**src/rtl/led_pwm_pkg.sv**
```systemverilog
package led_pwm_pkg;
  localparam int          DATA_W    = 8;
  localparam int          SLOT_LEN  = 256;
  localparam logic [7:0]  CFG_ADDR  = 8'h01;
  localparam logic [7:0]  DIG_BASE  = 8'h03;
  localparam int          PLANE_LO  = 2;
  localparam int          RIPPLE_B  = 4;
  localparam int          FLIP_B    = 5;
  localparam int          COLOR_B   = 6;

  typedef struct packed {
    logic color;
    logic flip;
    logic ripple;
  } cfg_t;
endpackage

```
**src/rtl/led_regfile.sv**
```systemverilog
module led_regfile
  import led_pwm_pkg::*;
#(
  parameter int NUM_DIGITS = 2,
  parameter bit FORCE_MONO = 1'b0
) (
  input  logic                         clk,
  input  logic                         rst,
  input  logic                         wr_en,
  input  logic [7:0]                   addr,
  input  logic [DATA_W-1:0]            wr_data,
  input  logic [1:0]                   active_plane,
  output logic [DATA_W-1:0]            rd_data,
  output cfg_t                         cfg,
  output logic [NUM_DIGITS*DATA_W-1:0] inten,
  output logic                         ripple_arm
);
  logic [DATA_W-1:0] level_mem [NUM_DIGITS];
  logic              cfg_hit;
  logic [DATA_W-1:0] rd_next;

  assign cfg_hit    = (addr == CFG_ADDR);
  assign ripple_arm = wr_en && cfg_hit && wr_data[RIPPLE_B] && !cfg.ripple;

  for (genvar g = 0; g < NUM_DIGITS; g++) begin : g_dig
    always_ff @(posedge clk) begin
      if (rst)
        level_mem[g] <= '0;
      else if (wr_en && addr == DIG_BASE + 8'(g))
        level_mem[g] <= wr_data;
    end
    assign inten[g*DATA_W +: DATA_W] = level_mem[g];
  end

  always_ff @(posedge clk) begin
    if (rst) begin
      cfg.ripple <= 1'b0;
      cfg.flip   <= 1'b0;
    end else if (wr_en && cfg_hit) begin
      cfg.ripple <= wr_data[RIPPLE_B];
      cfg.flip   <= wr_data[FLIP_B];
    end
  end

  if (FORCE_MONO) begin : g_mono
    assign cfg.color = 1'b0;
  end else begin : g_color
    always_ff @(posedge clk) begin
      if (rst)
        cfg.color <= 1'b0;
      else if (wr_en && cfg_hit)
        cfg.color <= wr_data[COLOR_B];
    end
  end

  always_comb begin
    rd_next = '0;
    if (cfg_hit) begin
      rd_next[COLOR_B]              = cfg.color;
      rd_next[FLIP_B]               = cfg.flip;
      rd_next[RIPPLE_B]             = cfg.ripple;
      rd_next[PLANE_LO+1:PLANE_LO]  = active_plane;
    end
    for (int i = 0; i < NUM_DIGITS; i++)
      if (addr == DIG_BASE + 8'(i)) rd_next = level_mem[i];
  end

  always_ff @(posedge clk) begin
    if (rst) rd_data <= '0;
    else     rd_data <= rd_next;
  end

  // plane field follows the input, never the written data
  a_r5_plane_readonly: assert property (@(posedge clk) disable iff (rst)
    cfg_hit |=> rd_data[PLANE_LO+1:PLANE_LO] == $past(active_plane));

  // forced monocolour never reports colour mode
  a_r6_mono_forced: assert property (@(posedge clk) disable iff (rst)
    FORCE_MONO |-> !cfg.color);

  // registers read zero right after reset
  a_r7_rd_reset: assert property (@(posedge clk)
    rst |=> rd_data == '0);
endmodule

```
**src/rtl/led_ripple_start.sv**
```systemverilog
module led_ripple_start #(
  parameter int IDX_W = 8,
  parameter int STEP  = 4
) (
  input  logic             clk,
  input  logic             rst,
  input  logic             ripple_en,
  input  logic             restart,
  input  logic [IDX_W-1:0] drv_index,
  output logic             running
);
  localparam int WAIT_W = IDX_W + $clog2(STEP) + 1;

  logic [WAIT_W-1:0] wait_cnt;
  logic [WAIT_W-1:0] target;

  assign target = WAIT_W'(drv_index) * WAIT_W'(STEP);

  always_ff @(posedge clk) begin
    if (rst || restart) begin
      running  <= 1'b0;
      wait_cnt <= '0;
    end else if (!running) begin
      if (!ripple_en || wait_cnt == target)
        running <= 1'b1;
      else
        wait_cnt <= wait_cnt + 1'b1;
    end
  end

  // sequence stays stopped until the stagger has elapsed
  a_r4_hold_delay: assert property (@(posedge clk) disable iff (rst)
    (!running && ripple_en && wait_cnt != target) |=> !running);

  // enabling the stagger always stops the sequence
  a_r4_restart_stops: assert property (@(posedge clk) disable iff (rst)
    restart |=> !running);
endmodule

```
**src/rtl/led_slot_pwm.sv**
```systemverilog
module led_slot_pwm
  import led_pwm_pkg::*;
#(
  parameter int NUM_DIGITS = 2
) (
  input  logic                         clk,
  input  logic                         rst,
  input  logic                         running,
  input  logic                         reverse,
  input  logic [NUM_DIGITS*DATA_W-1:0] inten,
  output logic [NUM_DIGITS-1:0]        pwm_out
);
  localparam int DIG_W = (NUM_DIGITS > 1) ? $clog2(NUM_DIGITS) : 1;
  localparam int CNT_W = $clog2(SLOT_LEN);

  logic [CNT_W-1:0]  cnt;
  logic [DIG_W-1:0]  dig, dig_nxt;
  logic [DATA_W-1:0] level;
  logic              on_now;

  assign dig_nxt = (dig == DIG_W'(NUM_DIGITS-1)) ? '0 : dig + 1'b1;

  always_ff @(posedge clk) begin
    if (rst) begin
      cnt   <= '0;
      dig   <= '0;
      level <= '0;
    end else if (!running) begin
      cnt   <= '0;
      dig   <= '0;
      level <= inten[0 +: DATA_W];
    end else if (cnt == CNT_W'(SLOT_LEN-1)) begin
      cnt   <= '0;
      dig   <= dig_nxt;
      level <= inten[dig_nxt*DATA_W +: DATA_W];
    end else begin
      cnt   <= cnt + 1'b1;
    end
  end

  always_comb begin
    if (reverse)
      on_now = {1'b0, cnt} >= (9'(SLOT_LEN) - {1'b0, level});
    else
      on_now = cnt < level;
  end

  always_ff @(posedge clk) begin
    if (rst) begin
      pwm_out <= '0;
    end else begin
      pwm_out <= '0;
      if (running && on_now) pwm_out[dig] <= 1'b1;
    end
  end

  // at most one digit is enabled
  a_r2_one_digit: assert property (@(posedge clk) disable iff (rst)
    $onehot0(pwm_out));

  // normal form is dark on the final count of every slot
  a_r9_tail_dark: assert property (@(posedge clk) disable iff (rst)
    (running && !reverse && cnt == CNT_W'(SLOT_LEN-1)) |=> pwm_out == '0);

  // reversed form is dark on the first count of every slot
  a_r9_head_dark: assert property (@(posedge clk) disable iff (rst)
    (running && reverse && cnt == '0) |=> pwm_out == '0);

  // latched level only moves at a slot boundary or while stopped
  a_r8_level_held: assert property (@(posedge clk) disable iff (rst)
    (running && cnt != CNT_W'(SLOT_LEN-1)) |=> $stable(level));

  // outputs dark right after reset
  a_r7_pwm_reset: assert property (@(posedge clk)
    rst |=> pwm_out == '0);
endmodule

```
**src/rtl/led_pwm_ctrl.sv**
```systemverilog
module led_pwm_ctrl
  import led_pwm_pkg::*;
#(
  parameter int NUM_DIGITS  = 2,
  parameter int IDX_W       = 8,
  parameter int RIPPLE_STEP = 4,
  parameter bit FORCE_MONO  = 1'b0
) (
  input  logic                  clk,
  input  logic                  rst,
  input  logic                  wr_en,
  input  logic [7:0]            addr,
  input  logic [7:0]            wr_data,
  output logic [7:0]            rd_data,
  input  logic [1:0]            active_plane,
  input  logic [IDX_W-1:0]      drv_index,
  input  logic                  odd_pos,
  output logic [NUM_DIGITS-1:0] pwm_out
);
  cfg_t                         cfg;
  logic [NUM_DIGITS*DATA_W-1:0] inten;
  logic                         ripple_arm;
  logic                         running;

  led_regfile #(.NUM_DIGITS(NUM_DIGITS), .FORCE_MONO(FORCE_MONO)) u_regs (
    .clk(clk), .rst(rst), .wr_en(wr_en), .addr(addr), .wr_data(wr_data),
    .active_plane(active_plane), .rd_data(rd_data), .cfg(cfg),
    .inten(inten), .ripple_arm(ripple_arm)
  );

  led_ripple_start #(.IDX_W(IDX_W), .STEP(RIPPLE_STEP)) u_start (
    .clk(clk), .rst(rst), .ripple_en(cfg.ripple), .restart(ripple_arm),
    .drv_index(drv_index), .running(running)
  );

  led_slot_pwm #(.NUM_DIGITS(NUM_DIGITS)) u_slot (
    .clk(clk), .rst(rst), .running(running),
    .reverse(cfg.flip && odd_pos), .inten(inten), .pwm_out(pwm_out)
  );
endmodule

```
**config.mk**
```make
export PLATFORM = sky130hd
export DESIGN_NAME = led_pwm_ctrl
export DESIGN_NICKNAME = d
export VERILOG_FILES = /design/src/rtl/led_pwm_pkg.sv /design/src/rtl/led_regfile.sv /design/src/rtl/led_ripple_start.sv /design/src/rtl/led_slot_pwm.sv /design/src/rtl/led_pwm_ctrl.sv
export SDC_FILE = /design/constraint.sdc
export NUM_CORES = 1
export LEC_CHECK = 0
export ABC_CLOCK_PERIOD_IN_PS = 3050
export BUFFER_PORTS_ARGS = -buffer_cell sky130_fd_sc_hd__buf_2
export CORE_UTILIZATION = 45
export DETAILED_ROUTE_END_ITERATION = 10
export REMOVE_ABC_BUFFERS = 1
export SETUP_SLACK_MARGIN = 0.3
export SLEW_MARGIN = 25
export SYNTH_ARGS = -nofsm -noshare
export SYNTH_HDL_FRONTEND = slang
export SYNTH_SLANG_ARGS = --single-unit
```
**constraint.sdc**
```tcl
create_clock -name clk -period 3.05 [get_ports clk]
set_clock_uncertainty 0.15 [all_clocks]
set_input_delay 0.1525 -clock clk [delete_from_list [all_inputs] [get_ports clk]]
set_output_delay 0.1525 -clock clk [all_outputs]
set_load 0.01 [all_outputs]
```
### Word-level counts from Yosys, hierarchy flattened

Memory sizes are Yosys's and may differ from the RTL's.
Cells that the tools add are included.

* flip-flop bits (word level): 42
* bits in writable memories: 16
* memories: 1
* logic and storage cells: 67
* output and inout bits: 10

Memory list
* u_regs.level_mem: words 2, width 8, rd ports 2, clocked after Yosys merged registers in 0, wr ports 2, line led_regfile.sv:18 `logic [DATA_W-1:0] level_mem [NUM_DIGITS];`

* $add $sub $neg: 4
* shift operators: 1
* muxes and demuxes: 21
* reduce and logical (&&, ||, !) cells: 15
* equality and inequality tests: 6
* bitwise logic cells: 5
* $lt $le $gt $ge: 4

Operator list (count)
* $mux W8: 6
* $shiftx A16 B5 Y8: 1
* $mux W1: 13
* $add A11 B1 Y11 const B: 1
* $eq A11 B10 Y1: 1
* $ge A8 B9 Y1: 1
* $sub A9 B8 Y9 const A: 1
* $add A8 B1 Y8 const B: 1
* $eq A8 B1 Y1 const B: 1
* $eq A8 B2 Y1 const B: 1
* $eq A8 B3 Y1 const B: 1
* $eq A8 B8 Y1 const B: 1
* $logic_and A1 B1 Y1: 8
* $lt A8 B8 Y1: 1
* $mux W5: 1
* $reduce_or A2 Y1: 2
* $not A1 Y1: 3
* $reduce_or A3 Y1: 1
* $logic_or A1 B1 Y1: 2
* $lt A1 B2 Y1 const B: 1
* $ne A2 B1 Y1 const B: 1
* $or A1 B1 Y1: 2
* $reduce_and A2 Y1: 1
* $add A1 B1 Y1 const B: 1
* 3 further kinds: 3

### Longest topological paths before layout

* depth after elaboration: 6
* depth in mapped cells: 10
* depth with buffers taken out: 10

### By module

From an unflattened synthesis, not the netlist that was laid out.

* cells, all modules: 330
* area total of the unflattened synthesis: 3211.8 um^2

Modules (own cells, without submodules)
* led_slot_pwm: cells each 147, instances 1, area each 1270.0 um^2, seq. area each 380.4 um^2
* led_regfile: cells each 102, instances 1, area each 1209.9 um^2, seq. area each 700.7 um^2
* led_ripple_start: cells each 80, instances 1, area each 725.7 um^2, seq. area each 240.2 um^2
* led_pwm_ctrl: cells each 1, instances 1, area each 6.3 um^2, seq. area each 0.0 um^2

### Least setup slack after synthesis

No wires, ideal clock.

* path type: reg-to-reg
* start point: register u_slot.level[2]
* end point: register u_slot.pwm_out[0]
* required time: 2777 ps
* cell stages (with the launch flop): 10
* data arrival time: 1997 ps
* library setup time: 123 ps
* path slack: 780 ps
* clock period less this slack: 2270 ps
* path through: dfxtp_1 > nor2_1 > nand3_1 > nor4_1 > xnor2_1 > ha_1 > nor2b_1 > a2111oi_0 > o21a_1 > o22ai_1

* longest elaborated chain between the ends: 6

RTL lines
* start: declaration: line led_slot_pwm.sv:18 `logic [DATA_W-1:0] level;`
* start signal: assignment: line led_slot_pwm.sv:31 `level <= inten[0 +: DATA_W];`
* start signal: assignment: line led_slot_pwm.sv:35 `level <= inten[dig_nxt*DATA_W +: DATA_W];`
* $sub A9 B8 Y9: line led_slot_pwm.sv:43 `on_now = {1'b0, cnt} >= (9'(SLOT_LEN) - {1'b0, level});`
* $ge A8 B9 Y1: line led_slot_pwm.sv:43
* $mux W1 (*): line led_slot_pwm.sv:42 `if (reverse)`
* $logic_and A1 B1 Y1 (*): line led_slot_pwm.sv:53 `if (running && on_now) pwm_out[dig] <= 1'b1;`
* $not A1 Y1 (no source line) (*)
* $reduce_or A2 Y1 (no source line) (*)
* end signal: assignment: line led_slot_pwm.sv:50 `pwm_out <= '0;`
* end signal: assignment: line led_slot_pwm.sv:52 `pwm_out <= '0;`
* end signal: indexed assignment: line led_slot_pwm.sv:53
* end: declaration: line led_slot_pwm.sv:11 `output logic [NUM_DIGITS-1:0] pwm_out`

Mark *: on every way between the ends. The rest lies on a longest branch, timed or not.
A chain may end at the register's enable or synchronous reset.

### Worst setup path in the final report

Ends and elaborated chain as after synthesis.

==> results.sh <==
export IMPL_root_buffer="clkbuf_8"
export IMPL_tightest_slew_ps=575
export IMPL_antenna_found_initial=0
export IMPL_max_slew_margin=0.617
export IMPL_failed_checks="DRC"
export IMPL_cp_start_kind="flip-flop"
export IMPL_min_path_cells=3
export IMPL_grt_pass1_vias=2256
export IMPL_drtPass1Iterations=8
export IMPL_critPathCaptureType="flip-flop"
export IMPL_antenna_cells=0
export IMPL_syn_area_mm2=0.00303
export IMPL_slew_violations=0
export IMPL_finalSetupTns_ps=0
export IMPL_rows=29
export IMPL_yosys_warnings=0
export IMPL_clock_latency_ps=340
export IMPL_r2r_start="u_slot.level[2]"
export IMPL_die_w_um=84.0
export IMPL_async_flop_share=0
export IMPL_synth_cell_type_count=43
export IMPL_irDropWorstVdd_v=0.000249
export IMPL_hold_viol=0
export IMPL_setup_viol=0
export IMPL_crit_fanout=5
export IMPL_max_freq_ghz=0.405
export IMPL_area_growth_syn_to_layout_pct=18.8
export IMPL_die_area_mm2=0.00706
export IMPL_start_util=0.471
export IMPL_vias=2406
export IMPL_path_class="reg -> reg"
export IMPL_cts_tree="done"
export IMPL_min_to="u_regs.cfg[1]"
export IMPL_layout_common_cells="nor2_1, dfxtp_1, buf_2"
export IMPL_track_usage=0.192
export IMPL_dp_hpwl_um=4510
export IMPL_fillCellCount=561
export IMPL_min_path_type="in -> reg"
export IMPL_cts_htree_levels=3
export IMPL_p_leak_nw=1.53
export IMPL_cts_resized=0
export IMPL_wirelength_um=6260
export IMPL_arrival_ps=2530
export IMPL_die_h_um=84.0
export IMPL_final_nets=421
export IMPL_drtAntennaViolNets=0
export IMPL_rsz0062_at_grt="no"
export IMPL_viasPerCell=5.30
export IMPL_place_gp_congestion=0.850
export IMPL_postCtsSetupBuffers=0
export IMPL_drt_initial_drc_count=116
export IMPL_reg2reg_slack_ps=580
export IMPL_p_per_area_mw_per_mm2=500
export IMPL_grt_overflow_total=0
export IMPL_ios=40
export IMPL_min_period_over_period=0.809
export IMPL_fin_crit_ps=2470
export IMPL_required_ps=3110
export IMPL_ff2ff_path_depth=9
export IMPL_drive_gt1_frac=0.151
export IMPL_yosysSeqAreaShare=0.436
export IMPL_power_mw=1.80
export IMPL_grt_max_degree=29
export IMPL_hp_start="wr_en"
export IMPL_clkSinkCount=58
export IMPL_worstSetupStartpoint="u_slot.level[2]"
export IMPL_portBuffers=39
export IMPL_cap_violations=0
export IMPL_status="finished, violations left"
export IMPL_clk_pin_slew_worst_paths_ps=70
export IMPL_r2r_end="u_slot.pwm_out[0]"
export IMPL_ys_seq_elements=58
export IMPL_drt_wirelength_per_cell_um=13.8
export IMPL_ys_flop_type="dfxtp_1"
export IMPL_cts_buffers=9
export IMPL_syn_inst=323
export IMPL_synth_edff_count=16
export IMPL_grt_pass1_wl_um=10700
export IMPL_route_detailed_drc=2
export IMPL_syn_avg_cell_area_um2=9.37
export IMPL_core_area_mm2=0.00642
export IMPL_ctsHoldBuffers=11
export IMPL_cts_path_max_buffers=2
-- layout make-up --
class / instances / area [um2] / area share
Clock buffer: 9 / 124 / 0.0344
Clock inverter: 7 / 101 / 0.0282
Inverter: 15 / 56.3 / 0.0157
Multi-Input combinational cell: 238 / 1590 / 0.443
Sequential cell: 58 / 1320 / 0.367
Tap cell: 77 / 96.3 / 0.0268
Timing Repair Buffer: 50 / 305 / 0.0849
-- synthesized netlist by cell type, types with 2 or more instances --
cell | n | area [um2]
buf_2 | 4 | 20.0
xor2_1 | 11 | 96.3
dfxtp_1 | 42 | 841
edfxtp_1 | 16 | 480
or3_1 | 3 | 18.8
a22oi_1 | 3 | 22.5
or2_2 | 2 | 12.5
nor2_1 | 42 | 158
ha_1 | 19 | 238
nand3_1 | 13 | 65.1
inv_1 | 15 | 56.3
nand2b_1 | 6 | 37.5
and3b_1 | 3 | 26.3
a31oi_1 | 3 | 18.8
o21a_1 | 4 | 30.0
and2_1 | 18 | 113
nand4_1 | 7 | 43.8
o31ai_1 | 3 | 22.5
xnor2_1 | 11 | 96.3
nor2b_1 | 5 | 31.3
a21oi_1 | 11 | 55.1
and3_1 | 3 | 18.8
o21ai_0 | 5 | 25.0
nor4_1 | 3 | 18.8
clkbuf_1 | 6 | 22.5
and4b_1 | 2 | 20.0
mux2i_1 | 10 | 100
a211oi_1 | 8 | 60.1
a222oi_1 | 5 | 50.1
nand2_1 | 20 | 75.1
o22ai_1 | 2 | 12.5
a21o_1 | 5 | 37.5
nor3_1 | 3 | 15.0
-- flip-flops by register name, indices dropped and copies added (netlist names), 2 cells and up --
signal	cells
u_regs.cfg	3
u_regs.level_mem	16
u_regs.rd_data	8
u_slot.cnt	8
u_slot.level	8
u_slot.pwm_out	2
u_start.wait_cnt	11
-- worst max path at each step --
stage	to	slack, ps	cells after the start
2_1_floorplan	u_slot.pwm_out[0]	780	9
3_3_place_gp	u_slot.pwm_out[1]	640	9
3_5_place_dp	u_slot.pwm_out[0]	610	9
4_1_cts	u_slot.pwm_out[0]	590	9
5_1_grt	u_slot.pwm_out[0]	380	9
6_report	u_slot.pwm_out[0]	580	9
-- critical path: stages (launching register included) --
cell and delay (ps):
dfxtp_1 350, nor2_1 220, nand3_1 160, nor4_1 250, xnor2_1 170, ha_1 260
nor2b_1 130, a2111oi_0 370, o21a_1 190, o22ai_1 90
-- per-stage QoR --
step | hold slack (ps) | instances | cell area (um2) | util | worst slack (ps)
2_1_floorplan | 71.6 | 311 | 2970 | - | 780
3_3_place_gp | 269 | 427 | 3260 | 0.508 | 636
3_5_place_dp | 259 | 427 | 3260 | 0.508 | 609
4_1_cts | 0.243 | 454 | 3600 | 0.560 | 592
5_1_grt | 19.1 | 454 | 3600 | 0.560 | 375
6_report | 9.48 | 454 | 3600 | 0.560 | 582
-- per-layer routing --
layer	share of wire	wire length, um	GRT usage	up-vias
met4	0.020	124	0.0893	0
met5	0	0	0	-
met3	0.041	259	0.0326	10
li1	-	-	-	1258
met1	0.50	3160	0.268	1072
met2	0.43	2710	0.288	66
-- where the power goes --
group          total, mW  switching (mW)  leakage (nW)  internal (mW)
sequential         0.831          0.0186         0.493          0.812
combinational      0.161          0.0853         0.930         0.0762
clock              0.806           0.340         0.106          0.467
-- cells by family (layout without fill, tap and decap cells) --
kind of cell | after synthesis | after routing | synth area share
XOR/XNOR | 22 | 22 | 0.0636
multiplexers | 10 | 10 | 0.0331
AO/OA/AOI/OAI | 54 | 54 | 0.126
buffers and inverters | 27 | 81 | 0.0380
flip-flops | 58 | 58 | 0.436
AND/OR/NAND/NOR | 133 | 133 | 0.224
adder cells (fa/ha/maj) | 19 | 19 | 0.0785
No activity file was read; power rests on OpenSTA's default activity.
